`src/rtl/vfg_pkg.sv`:
```
package vfg_pkg;
    localparam int CLS_W = 3;

    localparam logic [CLS_W-1:0] CLS_FTEST   = 3'd0;
    localparam logic [CLS_W-1:0] CLS_CLZ     = 3'd1;
    localparam logic [CLS_W-1:0] CLS_MPY4    = 3'd2;
    localparam logic [CLS_W-1:0] CLS_MPYSHL4 = 3'd3;

    // Gated instruction classes and the feature bit each one depends on
    localparam int N_GATED = 3;
    localparam logic [CLS_W-1:0] GATED_CLS [N_GATED] = '{CLS_CLZ, CLS_MPY4, CLS_MPYSHL4};
    localparam int GATED_BIT [N_GATED] = '{32, 33, 33};

    typedef struct packed {
        logic valid;
        logic hit;
        logic fault;
    } rsp_t;
endpackage

```
`src/rtl/vfg_feat_store.sv`:
```
module vfg_feat_store #(
    parameter int FEAT_W = 32
) (
    input  logic              clk,
    input  logic              rst_n,
    input  logic              accel_en,
    input  logic [FEAT_W-1:0] phys_feat,
    input  logic              wr_en,
    input  logic [FEAT_W-1:0] wr_data,
    output logic [FEAT_W-1:0] vfeat,
    output logic              sync_req
);
    typedef struct packed {
        logic [FEAT_W-1:0] bits;
        logic              sync;
    } store_t;

    store_t st_d, st_q;

    always_comb begin
        st_d      = st_q;
        st_d.sync = wr_en & accel_en;
        if (wr_en) begin
            st_d.bits = wr_data;
        end
        if (!rst_n) begin
            st_d.bits = phys_feat;
            st_d.sync = 1'b0;
        end
    end

    always_ff @(posedge clk) begin
        st_q <= st_d;
    end

    assign vfeat    = st_q.bits;
    assign sync_req = st_q.sync;
endmodule

```
`src/rtl/vfg_bit_pick.sv`:
```
module vfg_bit_pick #(
    parameter int FEAT_W  = 32,
    parameter int FEAT_LO = 32,
    parameter int IDX_W   = 6
) (
    input  logic [FEAT_W-1:0] src,
    input  logic [IDX_W-1:0]  idx,
    output logic              hit
);
    // Indexes outside FEAT_LO..FEAT_LO+FEAT_W-1 match no entry and read 0
    always_comb begin
        hit = 1'b0;
        for (int i = 0; i < FEAT_W; i++) begin
            if (idx == IDX_W'(FEAT_LO + i)) begin
                hit = src[i];
            end
        end
    end
endmodule

```
`src/rtl/vfg_gate.sv`:
```
module vfg_gate
    import vfg_pkg::*;
#(
    parameter int FEAT_W  = 32,
    parameter int FEAT_LO = 32
) (
    input  logic              use_virt,
    input  logic [FEAT_W-1:0] vfeat,
    input  logic [CLS_W-1:0]  cls,
    output logic              fault
);
    logic [N_GATED-1:0] blocked;

    for (genvar g = 0; g < N_GATED; g++) begin : g_gate
        localparam int OFF = GATED_BIT[g] - FEAT_LO;
        assign blocked[g] = (cls == GATED_CLS[g]) && !vfeat[OFF];
    end

    assign fault = use_virt && (|blocked);
endmodule

```
`src/rtl/vfeat_gate.sv`:
```
module vfeat_gate
    import vfg_pkg::*;
#(
    parameter int FEAT_W  = 32,
    parameter int FEAT_LO = 32,
    parameter int IDX_W   = 6
) (
    input  logic              clk,
    input  logic              rst_n,
    input  logic              guest_mode,
    input  logic              accel_en,
    input  logic [FEAT_W-1:0] phys_feat,
    input  logic              wr_en,
    input  logic [FEAT_W-1:0] wr_data,
    input  logic              req_valid,
    input  logic [IDX_W-1:0]  req_idx,
    input  logic [CLS_W-1:0]  req_cls,
    output logic              rsp_valid,
    output logic              rsp_hit,
    output logic              rsp_fault,
    output logic              sync_req
);
    logic [FEAT_W-1:0] vfeat;
    logic [FEAT_W-1:0] src;
    logic              use_virt;
    logic              picked;
    logic              gate_fault;
    rsp_t              rsp_d, rsp_q;

    vfg_feat_store #(.FEAT_W(FEAT_W)) u_store (
        .clk       (clk),
        .rst_n     (rst_n),
        .accel_en  (accel_en),
        .phys_feat (phys_feat),
        .wr_en     (wr_en),
        .wr_data   (wr_data),
        .vfeat     (vfeat),
        .sync_req  (sync_req)
    );

    assign use_virt = guest_mode & accel_en;
    assign src      = use_virt ? vfeat : phys_feat;

    vfg_bit_pick #(.FEAT_W(FEAT_W), .FEAT_LO(FEAT_LO), .IDX_W(IDX_W)) u_pick (
        .src (src),
        .idx (req_idx),
        .hit (picked)
    );

    vfg_gate #(.FEAT_W(FEAT_W), .FEAT_LO(FEAT_LO)) u_gate (
        .use_virt (use_virt),
        .vfeat    (vfeat),
        .cls      (req_cls),
        .fault    (gate_fault)
    );

    always_comb begin
        rsp_d.valid = req_valid;
        rsp_d.hit   = req_valid && (req_cls == CLS_FTEST) && picked;
        rsp_d.fault = req_valid && gate_fault;
        if (!rst_n) begin
            rsp_d = '0;
        end
    end

    always_ff @(posedge clk) begin
        rsp_q <= rsp_d;
    end

    assign rsp_valid = rsp_q.valid;
    assign rsp_hit   = rsp_q.hit;
    assign rsp_fault = rsp_q.fault;
endmodule

```
`config.mk`:
```
export PLATFORM = sky130hd
export DESIGN_NAME = vfeat_gate
export DESIGN_NICKNAME = d
export VERILOG_FILES = /design/src/rtl/vfg_pkg.sv /design/src/rtl/vfg_feat_store.sv /design/src/rtl/vfg_bit_pick.sv /design/src/rtl/vfg_gate.sv /design/src/rtl/vfeat_gate.sv
export SDC_FILE = /design/constraint.sdc
export NUM_CORES = 1
export LEC_CHECK = 0
export BUFFER_PORTS_ARGS = -buffer_cell sky130_fd_sc_hd__buf_4
export CAP_MARGIN = 20
export CORE_ASPECT_RATIO = 0.5
export CORE_MARGIN = 2
export CORE_UTILIZATION = 50
export DETAILED_ROUTE_END_ITERATION = 7
export PLACE_DENSITY_LB_ADDON = 0.2
export SLEW_MARGIN = 0
export SYNTH_ARGS = -nofsm -noshare
export SYNTH_HDL_FRONTEND = slang
export SYNTH_SLANG_ARGS = --single-unit
```
`constraint.sdc`:
```
create_clock -name clk -period 2.6 [get_ports clk]
set_clock_uncertainty 0.1 [all_clocks]
set_input_delay 0.13 -clock clk [delete_from_list [all_inputs] [get_ports clk]]
set_output_delay 0.13 -clock clk [all_outputs]
set_load 0.02 [all_outputs]
```
Word-level counts from Yosys, hierarchy flattened
Cells that the tools add are included.

operators by class
  muxes and demuxes = 35
  eq/ne operators = 36
  bitwise logic cells = 2
  reductions and logical operators = 11

operators by type and width
  kind                                                                      number
  6-bit == test (second input constant)                                     32
  32-bit two-way mux                                                        2
  33-bit two-way mux                                                        1
  1-bit two-way mux                                                         32
  1-bit logical AND                                                         7
  3-bit by 2-bit == test with 1-bit output (second input constant)          2
  3-bit by 1-bit == test with 1-bit output (second input constant)          1
  3-bit logical NOT                                                         1
  3-bit OR reduction                                                        1
  1-bit AND                                                                 2
  1-bit logical NOT                                                         2
  2-bit by 1-bit inequality test with 1-bit output (second input constant)  1

word-level totals
  register bits after elaboration = 36
  word-level logic and storage cells = 89
  input port bits = 79

Logic depth before layout (Yosys ltp)
  depth in word-level cells = 35
  mapped depth = 11

By module
Synthesis repeated with hierarchy kept, for this count alone.

second synthesis, totals
  cell total of the unflattened synthesis = 196
  area total of the unflattened synthesis = 2687.6 um^2

modules (own cells, without submodules)
  module          cells each  area each (um^2)  times used  seq. area each (um^2)
  vfg_feat_store  71          1525.2            1           980.9
  vfeat_gate      44          599.3             1           60.1
  vfg_bit_pick    77          535.5             1           0.0
  vfg_gate        4           27.5              1           0.0

Worst setup path before layout
No wires, ideal clock.

  path type = input-to-reg
  from = input accel_en
  to = register rsp_q, in the netlist rsp_hit
  data arrival time = 1618 ps
  setup slack = 760 ps
  path buffers = 3
  cell stages on the path = 10
  library setup time = 122 ps
  path through = buf_6 > and2_4 > buf_6 > buf_8 > mux2_4 > o41ai_2 > o32ai_1 > a21o_1 > o211ai_2 > nand3_1

on the way
  longest elaborated chain between the ends = 35

ends and longest elaborated chain
  item                             RTL line            RTL
  start: declaration               vfeat_gate.sv:11    input logic accel_en,
  1-bit AND *                      vfeat_gate.sv:41    assign use_virt = guest_mode & accel_en;
  32-bit two-way mux *             vfeat_gate.sv:42    assign src = use_virt ? vfeat : phys_feat;
  1-bit two-way mux (31 in a row)  vfg_bit_pick.sv:14  if (idx == IDX_W'(FEAT_LO + i)) begin
  1-bit two-way mux *              vfg_bit_pick.sv:14
  1-bit logical AND *              vfeat_gate.sv:59    rsp_d.hit = req_valid && (req_cls == CLS_FTEST) && picked;
  end signal: assignment           vfeat_gate.sv:67    rsp_q <= rsp_d;
  end: declaration                 vfeat_gate.sv:28    rsp_t rsp_d, rsp_q;

Every way passes the cells marked *; elsewhere a longest branch is shown, timed or not.
A chain may end at the register's enable or synchronous reset.

Worst setup path in the final report
  from = input req_cls[2]
  to = register rsp_q, in the netlist rsp_hit

on the way
  longest elaborated chain between the ends = 3

ends and longest elaborated chain
  item                            RTL line          RTL
  start: declaration              vfeat_gate.sv:17  input logic [CLS_W-1:0] req_cls,
  3-bit logical NOT               vfeat_gate.sv:59
  1-bit logical AND (2 in a row)  vfeat_gate.sv:59

No other way between the ends.

==> results.sh <==
export IMPL_outcome="complete, no violations"
export IMPL_ys_seq_area_frac=0.4361
export IMPL_setup_viol_count_final=0
export IMPL_synth_async_reset_ratio=0
export IMPL_nNetsFinal=364
export IMPL_core_area_sq_mm=0.004488
export IMPL_drv_cap=0
export IMPL_maxSlewViolCount=0
export IMPL_cpPeakStageDelay_ns=0.54
export IMPL_initialDrtViolationCount=126
export IMPL_crit_path_start_kind="input pin"
export IMPL_cp_arrival_ns=2.05
export IMPL_clock_root_buffer="clkbuf_8"
export IMPL_avgSynthCellArea_sq_um=11.70
export IMPL_drc=0
export IMPL_wl_per_cell_um=17.19
export IMPL_grt_use_total=0.2401
export IMPL_yosys_warnings=0
export IMPL_final_layout_size_suffix_gt1_frac=0.4895
export IMPL_ys_ff_latch=36
export IMPL_fin_crit_ns=1.913
export IMPL_vdd_ir_drop_max_mv=0.3029
export IMPL_cts_tree="done"
export IMPL_cts_sinks=36
export IMPL_syn_num_nets=283
export IMPL_fmax_ghz=0.5227
export IMPL_grt_pass1_wl_mm=9.501
export IMPL_crit_fanout=3
export IMPL_tns_ns=0
export IMPL_seq_area_sq_mm=0.001041
export IMPL_portBuffers=82
export IMPL_place_inst=341
export IMPL_clock_latency_ns=0.29
export IMPL_synth_edf_count=32
export IMPL_stdcell_count=352
export IMPL_powerDensity_mw_per_mm2=465.8
export IMPL_final_util=0.7020
export IMPL_cts_max_level=2
export IMPL_cts_resized=0
export IMPL_crit_path_frequent_cell="buf_4"
export IMPL_viasPerCell=5.753
export IMPL_cp_end_kind="flop"
export IMPL_grt_antenna_before_repair=0
export IMPL_multi_input_area_sq_mm=0.001240
export IMPL_fin_crit_sh=0.7358
export IMPL_finalPower_mw=1.468
export IMPL_io_pins=83
export IMPL_synth_top_cell_area_share=0.4025
export IMPL_diodes=0
export IMPL_grt_pass1_vias=1858
export IMPL_yosysTopAreaCell="edfxtp_1"
export IMPL_ctsHoldBuffers=3
export IMPL_critPathKind="in -> reg"
export IMPL_most_common_layout_cells="buf_4, mux2_2, edfxtp_1"
export IMPL_min_path_type="in -> reg"
export IMPL_initial_core_util=0.5319
export IMPL_path_cells="dlygate4sd3_1, buf_4, nor4_1, buf_4, o221ai_1, a311oi_1, a21o_1, o211ai_2, nand3_1"
export IMPL_die_h_um=52.86
export IMPL_cts_buffers_inserted=5
export IMPL_postCtsSetupBuffers=0
export IMPL_hold_viol_final=0
export IMPL_slew_headroom=0.6718
export IMPL_area_growth_pct=31.97
export IMPL_p_leak_nw=1.280
export IMPL_fillers=351
export IMPL_rsz0062_at_grt="no"
export IMPL_rows=17
export IMPL_hpwlAfterDp_mm=4.373
export IMPL_wl_mm=6.050
export IMPL_globalRoute_totalOverflow=0
export IMPL_path_clk_slew_ns=0.07
export IMPL_vias=2025
export IMPL_die_area_sq_mm=0.005377
export IMPL_synth_area_top_cells="edfxtp_1, mux2_2, mux4_2, dfxtp_1, nand2_1"
export IMPL_synthCells=204
export IMPL_gp_congestion=0.8535
export IMPL_yosysUniqueCellTypes=52
export IMPL_drtAntennaViolNets=0
export IMPL_die_w_um=101.7
export IMPL_tightest_slew_ns=0.4911
export IMPL_synth_cell_area_sq_mm=0.002387
export IMPL_grt_max_degree=35
export IMPL_dr_pass1_iters=5
export IMPL_final_common_cell="buf_4"
export IMPL_clk_path_buf_depth=2
export IMPL_cp_slowest_cell="dlygate4sd3_1"
export IMPL_synthFlopType="edfxtp_1"
export IMPL_worstPathRequired_ns=2.73
[cell type report]
cell class,count,area share
multi-input combinational,150,0.3936
tap,66,0.02621
sequential,36,0.3304
timing repair buffer,89,0.2145
inverter,3,0.003574
clock buffer,8,0.03177
[cells in the mapped netlist (all sizes together) (4+ instances only)]
cell type	count
a211oi	4
a21oi	7
and3	6
buf	11
clkbuf	4
dfxtp	4
edfxtp	32
mux2	38
mux2i	4
mux4	5
nand2	17
nand2b	7
nor2	11
nor4	5
o21ai	5
o32ai	4
[where the power goes]
part	switching (mW)	internal [mW]
Combinational	0.137	0.172
Clock	0.204	0.242
Sequential	0.0159	0.696
Total	0.357	1.11
[metal layers]
metal,GRT usage,share of wire,wire length [um],up-vias
met3,0.05284,0.099,599,6
met2,0.3607,0.42,2533,119
met1,0.3594,0.48,2883,934
met5,0,0,0,-
li1,-,-,-,966
met4,0.04054,0.0056,34,0
[final timing paths]
path | from | end | slack [ns] | cells past startpoint
max | req_cls[2] | rsp_hit$_SDFF_PN0_ | 0.69 | 9
min | rst_n | rsp_valid$_SDFF_PN0_ | 0.01 | 3
max reg2reg | u_store.vfeat[9]$_DFFE_PP_ | rsp_hit$_SDFF_PN0_ | 0.81 | 6
min reg2reg | u_store.vfeat[0]$_DFFE_PP_ | rsp_fault$_SDFF_PN0_ | 0.51 | 3
[worst max-delay path, delay by kind of cell]
kind                   cells  cell delay [ns]
AOI/OAI and AO/OA          4             0.67
buffers and inverters      3             0.87
and+or+nand+nor            2             0.39
[logic make-up after synthesis]
logic type,synth area share
and+or+nand+nor,0.1279
muxes,0.2479
AOI/OAI and AO/OA,0.1436
DFF,0.4361
buffers and inverters,0.04454
[sequential cells by signal, indices dropped and copies added (netlist names)]
name	count
u_store.vfeat	32
rsp_fault	1
rsp_hit	1
rsp_valid	1
u_store.sync_req	1
[through the flow]
step,hold slack [ns],setup WS (ns),cell area (sq um)
final,0.01041,0.6868,3151
after global routing,0.02724,0.4980,3151
after CTS,0.002154,0.7168,3151
after detailed placement,0.2081,0.4557,3020
after global placement,0.2084,0.5066,3020
after floorplan,0.1085,0.7599,2387
No activity file was read; power rests on OpenSTA's default activity.
